[config.mk]
export PLATFORM = sky130hd
export DESIGN_NAME = exc_stack_seq
export DESIGN_NICKNAME = d
export VERILOG_FILES = /design/src/rtl/exc_stk_pkg.sv /design/src/rtl/exc_ctx_stack.sv /design/src/rtl/exc_frame_path.sv /design/src/rtl/exc_seq_ctrl.sv /design/src/rtl/exc_stack_seq.sv
export SDC_FILE = /design/constraint.sdc
export NUM_CORES = 1
export LEC_CHECK = 0
export BUFFER_PORTS_ARGS = -buffer_cell sky130_fd_sc_hd__buf_4
export CAP_MARGIN = 15
export CORE_AREA = 2 2 283 285
export DETAILED_ROUTE_END_ITERATION = 6
export DIE_AREA = 0 0 285 287
export HOLD_SLACK_MARGIN = 0.06
export PLACE_DENSITY = 0.68
export SETUP_SLACK_MARGIN = 0.3
export SKIP_CTS_REPAIR_TIMING = 1
export SYNTH_ARGS = -nofsm -noshare
export SYNTH_HDL_FRONTEND = slang
export SYNTH_SLANG_ARGS = --single-unit
[constraint.sdc]
create_clock -name clk -period 6.65 [get_ports clk]
set_clock_uncertainty 0.1 [all_clocks]
set_input_delay 1.33 -clock clk [delete_from_list [all_inputs] [get_ports clk]]
set_output_delay 1.33 -clock clk [all_outputs]
set_load 0.05 [all_outputs]
[src/rtl/exc_stk_pkg.sv]
package exc_stk_pkg;
  localparam int FRAME_WORDS = 8;

  typedef enum logic [1:0] {
    SQ_IDLE,
    SQ_PUSH,
    SQ_POP
  } sq_state_t;

  typedef struct packed {
    logic from_handler;
    logic on_psp;
  } ctx_rec_t;
endpackage

[src/rtl/exc_ctx_stack.sv]
module exc_ctx_stack
  import exc_stk_pkg::*;
#(
  parameter int DEPTH = 4
) (
  input  logic     clk,
  input  logic     rst_n,
  input  logic     push,
  input  ctx_rec_t din,
  input  logic     pop,
  output ctx_rec_t top,
  output logic     full,
  output logic     empty
);
  localparam int CW = $clog2(DEPTH + 1);

  logic [CW-1:0] cnt;
  ctx_rec_t      recs [DEPTH];

  always_ff @(posedge clk) begin
    if (!rst_n) cnt <= '0;
    else if (push && !full) cnt <= cnt + 1'b1;
    else if (pop && !empty) cnt <= cnt - 1'b1;
  end

  for (genvar i = 0; i < DEPTH; i++) begin : g_slot
    always_ff @(posedge clk) begin
      if (!rst_n) recs[i] <= '0;
      else if (push && cnt == CW'(i)) recs[i] <= din;
    end
  end

  always_comb begin
    top = '0;
    for (int i = 0; i < DEPTH; i++)
      if (cnt == CW'(i + 1)) top = recs[i];
  end

  assign full  = (cnt == CW'(DEPTH));
  assign empty = (cnt == '0);
endmodule

[src/rtl/exc_frame_path.sv]
module exc_frame_path #(
  parameter int WORDS = 8,
  parameter int DW    = 32,
  localparam int SW   = $clog2(WORDS)
) (
  input  logic                clk,
  input  logic                rst_n,
  input  logic                load,
  input  logic [WORDS*DW-1:0] frame_in,
  input  logic [SW-1:0]       slot,
  input  logic                capture,
  input  logic [DW-1:0]       rdata,
  output logic [DW-1:0]       wdata,
  output logic [WORDS*DW-1:0] frame_out
);
  logic [WORDS*DW-1:0] save_q;

  always_ff @(posedge clk) begin
    if (!rst_n) save_q <= '0;
    else if (load) save_q <= frame_in;
  end

  assign wdata = save_q[int'(slot)*DW +: DW];

  for (genvar i = 0; i < WORDS; i++) begin : g_cap
    always_ff @(posedge clk) begin
      if (!rst_n) frame_out[i*DW +: DW] <= '0;
      else if (capture && slot == SW'(i)) frame_out[i*DW +: DW] <= rdata;
    end
  end
endmodule

[src/rtl/exc_seq_ctrl.sv]
module exc_seq_ctrl
  import exc_stk_pkg::*;
#(
  parameter int AW    = 32,
  parameter int DW    = 32,
  parameter int WORDS = 8,
  localparam int SW   = $clog2(WORDS)
) (
  input  logic          clk,
  input  logic          rst_n,
  input  logic          exc_req,
  input  logic          exc_ret,
  input  logic          ctrl_spsel,
  input  logic [AW-1:0] msp_in,
  input  logic [AW-1:0] psp_in,
  input  logic          ctx_full,
  input  logic          ctx_empty,
  input  ctx_rec_t      ctx_top,
  output logic          ctx_push,
  output ctx_rec_t      ctx_din,
  output logic          ctx_pop,
  output logic          frame_load,
  output logic [SW-1:0] slot,
  output logic          capture,
  output logic          mem_valid,
  input  logic          mem_ready,
  output logic          mem_write,
  output logic [AW-1:0] mem_addr,
  output logic          busy,
  output logic          handler_mode,
  output logic          entry_done,
  output logic          return_done,
  output logic          sp_wr_en,
  output logic          sp_wr_psp,
  output logic [AW-1:0] sp_wr_val
);
  localparam logic [AW-1:0] STEP     = AW'(DW / 8);
  localparam logic [SW-1:0] TOP_SLOT = SW'(WORDS - 1);

  sq_state_t     state;
  logic [AW-1:0] ptr;
  logic          op_psp;
  logic          restore_handler;
  logic          sel_psp, start_push, start_pop, hs, last;

  assign sel_psp    = !handler_mode && ctrl_spsel;
  assign start_push = (state == SQ_IDLE) && exc_req && !ctx_full;
  assign start_pop  = (state == SQ_IDLE) && !exc_req && exc_ret && !ctx_empty;
  assign hs         = mem_valid && mem_ready;
  assign last       = (state == SQ_PUSH) ? (slot == '0) : (slot == TOP_SLOT);

  assign busy       = (state != SQ_IDLE);
  assign mem_valid  = busy;
  assign mem_write  = (state == SQ_PUSH);
  assign mem_addr   = ptr;
  assign frame_load = start_push;
  assign capture    = hs && (state == SQ_POP);
  assign ctx_push   = hs && (state == SQ_PUSH) && last;
  assign ctx_pop    = hs && (state == SQ_POP) && last;
  assign ctx_din    = '{from_handler: handler_mode, on_psp: op_psp};

  always_ff @(posedge clk) begin
    if (!rst_n) begin
      state           <= SQ_IDLE;
      ptr             <= '0;
      slot            <= '0;
      op_psp          <= 1'b0;
      restore_handler <= 1'b0;
      handler_mode    <= 1'b0;
      entry_done      <= 1'b0;
      return_done     <= 1'b0;
      sp_wr_en        <= 1'b0;
      sp_wr_psp       <= 1'b0;
      sp_wr_val       <= '0;
    end else begin
      entry_done  <= 1'b0;
      return_done <= 1'b0;
      sp_wr_en    <= 1'b0;
      case (state)
        SQ_IDLE: begin
          if (start_push) begin
            state  <= SQ_PUSH;
            op_psp <= sel_psp;
            ptr    <= (sel_psp ? psp_in : msp_in) - STEP;
            slot   <= TOP_SLOT;
          end else if (start_pop) begin
            state           <= SQ_POP;
            op_psp          <= ctx_top.on_psp;
            restore_handler <= ctx_top.from_handler;
            ptr             <= ctx_top.on_psp ? psp_in : msp_in;
            slot            <= '0;
          end
        end
        SQ_PUSH: begin
          if (hs) begin
            if (last) begin
              state        <= SQ_IDLE;
              entry_done   <= 1'b1;
              handler_mode <= 1'b1;
              sp_wr_en     <= 1'b1;
              sp_wr_psp    <= op_psp;
              sp_wr_val    <= ptr;
            end else begin
              ptr  <= ptr - STEP;
              slot <= slot - 1'b1;
            end
          end
        end
        SQ_POP: begin
          if (hs) begin
            ptr <= ptr + STEP;
            if (last) begin
              state        <= SQ_IDLE;
              return_done  <= 1'b1;
              handler_mode <= restore_handler;
              sp_wr_en     <= 1'b1;
              sp_wr_psp    <= op_psp;
              sp_wr_val    <= ptr + STEP;
            end else begin
              slot <= slot + 1'b1;
            end
          end
        end
        default: state <= SQ_IDLE;
      endcase
    end
  end
endmodule

[src/rtl/exc_stack_seq.sv]
module exc_stack_seq
  import exc_stk_pkg::*;
#(
  parameter int DW         = 32,
  parameter int AW         = 32,
  parameter int NEST_DEPTH = 4
) (
  input  logic                      clk,
  input  logic                      rst_n,
  input  logic                      exc_req,
  input  logic                      exc_ret,
  input  logic                      ctrl_spsel,
  input  logic [AW-1:0]             msp_in,
  input  logic [AW-1:0]             psp_in,
  input  logic [FRAME_WORDS*DW-1:0] push_frame,
  output logic                      mem_valid,
  input  logic                      mem_ready,
  output logic                      mem_write,
  output logic [AW-1:0]             mem_addr,
  output logic [DW-1:0]             mem_wdata,
  input  logic [DW-1:0]             mem_rdata,
  output logic                      busy,
  output logic                      handler_mode,
  output logic                      entry_done,
  output logic                      return_done,
  output logic                      sp_wr_en,
  output logic                      sp_wr_psp,
  output logic [AW-1:0]             sp_wr_val,
  output logic [FRAME_WORDS*DW-1:0] pop_frame
);
  localparam int SW = $clog2(FRAME_WORDS);

  ctx_rec_t      ctx_top, ctx_din;
  logic          ctx_full, ctx_empty, ctx_push, ctx_pop;
  logic          frame_load, capture;
  logic [SW-1:0] slot;

  exc_ctx_stack #(.DEPTH(NEST_DEPTH)) ctx_i (
    .clk(clk), .rst_n(rst_n), .push(ctx_push), .din(ctx_din), .pop(ctx_pop),
    .top(ctx_top), .full(ctx_full), .empty(ctx_empty)
  );

  exc_frame_path #(.WORDS(FRAME_WORDS), .DW(DW)) path_i (
    .clk(clk), .rst_n(rst_n), .load(frame_load), .frame_in(push_frame),
    .slot(slot), .capture(capture), .rdata(mem_rdata), .wdata(mem_wdata),
    .frame_out(pop_frame)
  );

  exc_seq_ctrl #(.AW(AW), .DW(DW), .WORDS(FRAME_WORDS)) ctrl_i (
    .clk(clk), .rst_n(rst_n), .exc_req(exc_req), .exc_ret(exc_ret),
    .ctrl_spsel(ctrl_spsel), .msp_in(msp_in), .psp_in(psp_in),
    .ctx_full(ctx_full), .ctx_empty(ctx_empty), .ctx_top(ctx_top),
    .ctx_push(ctx_push), .ctx_din(ctx_din), .ctx_pop(ctx_pop),
    .frame_load(frame_load), .slot(slot), .capture(capture),
    .mem_valid(mem_valid), .mem_ready(mem_ready), .mem_write(mem_write),
    .mem_addr(mem_addr), .busy(busy), .handler_mode(handler_mode),
    .entry_done(entry_done), .return_done(return_done), .sp_wr_en(sp_wr_en),
    .sp_wr_psp(sp_wr_psp), .sp_wr_val(sp_wr_val)
  );
endmodule

Yosys cells after proc, flatten, opt, wreduce, memory -nomap -nowiden
Memory sizes are Yosys's and may differ from the RTL's. Index checks and enable logic that the tools add are counted.

Shift operators: 1. $add $sub $neg: 7. Equal/unequal tests: 22. Mux-type cells: 58. Reductions and logical operators: 48. Bitwise logic cells: 5.

Operators by type and width (number): $mux 32 (11); $shiftx 256x9->32 (1); $pmux 32 s3 (1); $pmux 32 s2 (1); $sub 32x3->32 const B (2); $add 32x3->32 const B (1); $logic_and 1x1->1 (25); $mux 2 (12); $mux 3 (8); $mux 1 (22); $eq 3x3->1 const B (5); $eq 3x2->1 const B (4); $ne 2x1->1 const B (6); $reduce_and 5->1 (2); $pmux 3 s3 (1); $reduce_and 3->1 (3); $reduce_and 2->1 (4); $reduce_bool 2->1 (4); $add 3x1->3 const B (2); $eq 3x1->1 const B (2); $logic_not 3->1 (2); $reduce_and 6->1 (1); $sub 3x1->3 const B (2); $logic_not 1->1 (4); other kinds (11) (15).

Logic and storage cells: 163. Register bits: 591. Input port bits: 358. Bits in writable memories: 8. Memories kept: 1.

Memories: ctx_i.recs (words 4, width 2, read ports 4, clocked after memory_dff 0, wr ports 4, line exc_ctx_stack.sv:18) `ctx_rec_t recs [DEPTH];`.

Logic depth before layout (Yosys ltp)
Word-level depth: 9. Mapped depth: 15.

Hierarchy
Synthesis repeated with hierarchy kept, for this count alone.

Cell total of the unflattened synthesis: 3160. Area, all modules: 28976.5 um2.

Modules (own cells, without submodules): exc_frame_path (cells each 2104, instances 1, seq. area each 10249.8 um2, area an instance 21346.7 um2); exc_seq_ctrl (cells each 977, instances 1, seq. area each 1521.5 um2, area an instance 6904.1 um2); exc_ctx_stack (cells each 79, instances 1, seq. area each 300.3 um2, area an instance 725.7 um2).

Worst setup path after synthesis
No wires, ideal clock.

Kind: input port to flip-flop. Start: in ctrl_spsel. End: reg ctrl_i.ptr[20] (netlist: ctrl_i.mem_addr[20]). Data arrival time: 4.968 ns. Slack: 1.464 ns. Path buffers: 5. Cell stages on the path: 15. Path through: nand2b_1 > buf_2 > buf_4 > buf_1 > buf_2 > clkbuf_1 > mux2i_1 > ha_1 > nor2b_1 > mux2i_1 > nor4_2 > nand2_1 > or4_1 > a221o_1 > a32o_1.

Cells in the longest elaborated chain, start to end: 5.

Ends and longest elaborated chain: start, declared (line exc_stack_seq.sv:12) `input logic ctrl_spsel,`; $logic_and 1x1->1 (line exc_seq_ctrl.sv:46) `assign sel_psp = !handler_mode && ctrl_spsel;`; $mux 32 (line exc_seq_ctrl.sv:84) `ptr <= (sel_psp ? psp_in : msp_in) - STEP;`; $sub 32x3->32 (line exc_seq_ctrl.sv:84); $mux 32 (line exc_seq_ctrl.sv:81) `if (start_push) begin`; $pmux 32 s3 (line exc_seq_ctrl.sv:79) `case (state)`; end signal, assigned (line exc_seq_ctrl.sv:84); end signal, assigned (line exc_seq_ctrl.sv:90) `ptr <= ctx_top.on_psp ? psp_in : msp_in;`; end signal, assigned (line exc_seq_ctrl.sv:104) `ptr <= ptr - STEP;`; end, declared (line exc_seq_ctrl.sv:41) `logic [AW-1:0] ptr;`.

Every way passes these cells. A chain may end at the register's enable or synchronous reset.

Worst setup path in the final report
Start: reg ctrl_i.slot[0]. End: out mem_wdata[0].

Cells in the longest elaborated chain, start to end: 1.

Ends and longest elaborated chain: start, declared (line exc_seq_ctrl.sv:23) `output logic [SW-1:0] slot,`; start signal, assigned (line exc_seq_ctrl.sv:105) `slot <= slot - 1'b1;`; start signal, assigned (line exc_seq_ctrl.sv:120) `slot <= slot + 1'b1;`; $shiftx 256x9->32 (line exc_frame_path.sv:23) `assign wdata = save_q[int'(slot)*DW +: DW];`; end, declared (line exc_stack_seq.sv:20) `output logic [DW-1:0] mem_wdata,`.

Every way passes these cells.

==> results.py <==
metrics = {
    "clock_tree": {
        "clk_pin_slew_ps": 60,
        "clock_path_buffers": 3,
        "cts_made_buffers": 68,
        "cts_num_sinks": 599,
        "cts_tree": "done",
        "clock-root-buffer": "sky130_fd_sc_hd__clkbuf_16",
        "htree_levels": 3,
        "clock_latency_of_the_later_clocked_register_in_the_worst_skew_pair_ps": 610,
    },
    "timing": {
        "final.min_clock_period_ps": 4440,
        "worst-slew-pin-transition_ps": 1200,
        "timing.final.setup_violations": 0,
        "relSlewSlack_pct": 19.9,
        "fin_setup_tns_ps": 0,
        "pins_over_their_slew_limit": 0,
        "clock.fmax_ghz": 0.225,
        "period_share_pct": 66.7,
        "unrepaired_setup_endpoints_after_global_routing": "no",
        "final-hold-violation-count": 0,
    },
    "placement": {
        "global_placer_s_final_weighted_congestion": 0.918,
        "port_buffers": 717,
        "dpl-instance-area_um2": 32900,
        "dp.final_hpwl_um": 75000,
    },
    "yosys": {
        "syn_nets": 3850,
        "synth.cells.most_frequent": "1234 x sky130_fd_sc_hd__nand2_1, 591 x sky130_fd_sc_hd__dfxtp_1, 576 x sky130_fd_sc_hd__a21oi_1, 239 x sky130_fd_sc_hd__clkbuf_1, 115 x sky130_fd_sc_hd__nor2_1",
        "yosys_most_used_dff": "sky130_fd_sc_hd__dfxtp_1",
        "yosys_warnings": 0,
        "yosysUniqueCellTypes": 79,
        "synth.top_cells.by_area": "sky130_fd_sc_hd__dfxtp_1 44%, sky130_fd_sc_hd__nand2_1 17%, sky130_fd_sc_hd__a21oi_1 11%",
        "netlist_instances": 3471,
        "synth_enable_flop_cells": 8,
        "syn-mean-instance-area_um2": 7.76,
        "postSynth.asyncResetShare_pct": 0,
        "synth.most_common_cell": "sky130_fd_sc_hd__nand2_1",
        "synth_area_leader_cell": "sky130_fd_sc_hd__dfxtp_1",
        "synth_sequential_area_ratio_pct": 44.8,
        "ys_seq_elements": 599,
        "post_synthesis_cell_area_um2": 26900,
        "netlist.area_leader.share_pct": 43.9,
    },
    "job": {
        "max-cap-violations": 0,
    },
    "floorplan": {
        "coreArea_um2": 78600,
        "floorplan.die_area_um2": 81800,
        "floorplan.io_pins": 718,
        "floorplan.initialDensity_pct": 34.3,
        "placementRows": 103,
        "chipHeight_um": 287,
        "die_wd_um": 285,
    },
    "detailed_routing": {
        "detail_route.vias_per_cell": 5.25,
        "final_antenna_net_count": 0,
        "drt_drc_violations_left": 0,
        "number_of_iterations_in_the_first_detailed_routing_pass": 6,
        "routedWlPerCell_um": 20.9,
        "detailroute.via_count": 26769,
        "wl_um": 106000,
        "drt_iter0_drc": 2026,
    },
    "layout": {
        "share_of_layout_cells_above_drive_strength_1_pct": 24.0,
        "fill_cells": 7904,
        "layout.cell_area.non_filler_um2": 35300,
        "num-nets-final": 4377,
        "flow.area_growth_from_synthesis_pct": 30.9,
    },
    "power": {
        "total_leakage_power_uw": 0.0140,
        "powerDensity_nw_per_um2": 283,
        "vdd.ir_drop.worst_mv": 0.238,
    },
    "worst_setup_path": {
        "cpMostUsedCell": "sky130_fd_sc_hd__nand2_1",
        "timing.critical_path.slowest_stage_cell": "sky130_fd_sc_hd__mux4_2",
        "cp_data_required_time_ps": 5220,
        "timing.critical_path.arrival_ps": 3010,
        "cp_cell_sequence": "buf_12 -> mux4_2 -> nand2_1 -> nand2_1 -> buf_4",
        "setup.worst_path.end_class": "output pin",
        "critPathKind": "reg2out",
        "critPathMaxFanout": 55,
        "cp-start-kind": "flip-flop",
        "crit_path_max_incr_delay_ps": 640,
    },
    "global_routing": {
        "globalRouteOverflowTotal": 0,
        "vias_in_the_first_global_route": 25292,
        "grt_first_pass_wirelength_um": 157000,
        "grt_antenna_before_repair": 4,
        "grt_max_degree": 222,
        "globalRouteTotalUtil_pct": 24.8,
    },
    "hold_path": {
        "hold_path.class": "reg2reg",
    },
    "status": {
        "run_status": "completed",
    },
}
==> cell families (layout without fill, tap and decap cells) <==
| group | after synthesis | after routing | synth area share (%) |
|---|---|---|---|
| other | 0 | 1 | 0 |
| AND/OR/NAND/NOR | 1552 | 1552 | 23.6 |
| adder cells (fa/ha/maj) | 21 | 21 | 0.975 |
| AO/OA/AOI/OAI | 801 | 801 | 16.6 |
| buffers and inverters | 323 | 903 | 4.73 |
| multiplexers | 123 | 123 | 7.58 |
| flip-flops | 599 | 599 | 44.8 |
| XOR/XNOR | 52 | 52 | 1.69 |
==> final timing paths <==
check | slack (ps) | endpoint | depth (start not counted) | from
worst max-delay path | 2210 | mem_wdata[0] | 5 | ctrl_i.slot[0]
worst min-delay path | 350 | path_i.save_q[39] | 2 | path_i.save_q[39]
worst max register to register | 2690 | ctrl_i.mem_addr[12] | 10 | ctrl_i.handler_mode
worst min register to register | 350 | path_i.save_q[39] | 2 | path_i.save_q[39]
==> layout make-up <==
type / count / area, µm² / share of cell area, %
Antenna cell: 1 / 2.50 / 0.00709
Clock buffer: 97 / 1950 / 5.53
Clock inverter: 26 / 442 / 1.25
Inverter: 19 / 78.8 / 0.223
Multi-Input combinational cell: 2549 / 13600 / 38.7
Sequential cell: 599 / 12100 / 34.3
Tap cell: 1050 / 1310 / 3.72
Timing Repair Buffer: 761 / 5760 / 16.3
==> per-layer routing <==
metal / vias up / global-route usage (%) / wire length [µm]
li1: 12809 / - / -
met1: 12655 / 29.4 / 40900
met2: 1101 / 42.8 / 52000
met3: 198 / 6.34 / 9100
met4: 6 / 9.78 / 4410
met5: - / 0 / 44
==> report_power, final <==
part | internal (µW) | leakage, µW | total (µW) | switching (µW)
Sequential | 3780 | 0.00490 | 4030 | 243
Clock | 2330 | 0.00116 | 3980 | 1660
Combinational | 708 | 0.00792 | 1990 | 1280
Total | 6820 | 0.0140 | 10000 | 3180
==> cells in the final DEF, fill, tap and decap left out, types with 6 or more instances in the layout <==
master and instances:
sky130_fd_sc_hd__a211o_1 6, sky130_fd_sc_hd__a211oi_1 30, sky130_fd_sc_hd__a21oi_1 576, sky130_fd_sc_hd__a22oi_1 6, sky130_fd_sc_hd__a311oi_1 8, sky130_fd_sc_hd__a31oi_1 15
sky130_fd_sc_hd__a32oi_1 6, sky130_fd_sc_hd__and2_1 11, sky130_fd_sc_hd__and3_1 19, sky130_fd_sc_hd__buf_4 757, sky130_fd_sc_hd__bufinv_16 6, sky130_fd_sc_hd__clkbuf_1 15
sky130_fd_sc_hd__clkbuf_16 68, sky130_fd_sc_hd__clkbuf_8 14, sky130_fd_sc_hd__clkinv_2 7, sky130_fd_sc_hd__dfxtp_1 588, sky130_fd_sc_hd__edfxtp_1 8, sky130_fd_sc_hd__ha_1 21
sky130_fd_sc_hd__inv_1 17, sky130_fd_sc_hd__mux2_2 8, sky130_fd_sc_hd__mux2i_1 51, sky130_fd_sc_hd__mux4_2 64, sky130_fd_sc_hd__nand2_1 1234, sky130_fd_sc_hd__nand3_1 44
sky130_fd_sc_hd__nand4_1 15, sky130_fd_sc_hd__nor2_1 113, sky130_fd_sc_hd__nor3_1 27, sky130_fd_sc_hd__nor4_1 11, sky130_fd_sc_hd__o211ai_1 12, sky130_fd_sc_hd__o21ai_0 65
sky130_fd_sc_hd__o221ai_1 11, sky130_fd_sc_hd__o22ai_1 6, sky130_fd_sc_hd__o311ai_0 9, sky130_fd_sc_hd__o31ai_1 9, sky130_fd_sc_hd__or2_2 6, sky130_fd_sc_hd__or3_1 20
sky130_fd_sc_hd__xnor2_1 29, sky130_fd_sc_hd__xor2_1 23
==> registers in the layout, indices dropped and copies added (netlist names) <==
register,cells
path_i.frame_out,256
path_i.save_q,256
ctrl_i.mem_addr,32
ctrl_i.sp_wr_val,32
ctx_i.recs,8
ctrl_i.slot,3
ctx_i.cnt,3
ctrl_i.state,2
ctrl_i.entry_done,1
ctrl_i.handler_mode,1
ctrl_i.op_psp,1
ctrl_i.restore_handler,1
ctrl_i.return_done,1
ctrl_i.sp_wr_en,1
ctrl_i.sp_wr_psp,1
==> critical path, delay by kind of cell (launching register included) <==
kind                   cells  cell delay (ps)
buffers and inverters      2              680
flip-flops                 1              560
multiplexers               1              640
AND/OR/NAND/NOR            2              450
==> per-stage QoR <==
stage | setup slack (ps) | total power [µW] | util (%) | hold WS (ps) | cells
finish | 2210 | 10000 | 44.9 | 350 | 5102
global route | 2090 | 10400 | 44.9 | 366 | 5102
CTS | 2120 | 10100 | 44.9 | 353 | 5101
detailed placement | 2080 | 6090 | 41.8 | 345 | 4978
global placement | 2100 | 6080 | 41.8 | 338 | 4978
floorplan | 1460 | 5310 | - | 333 | 3471
(Power assumes the default switching activity.)
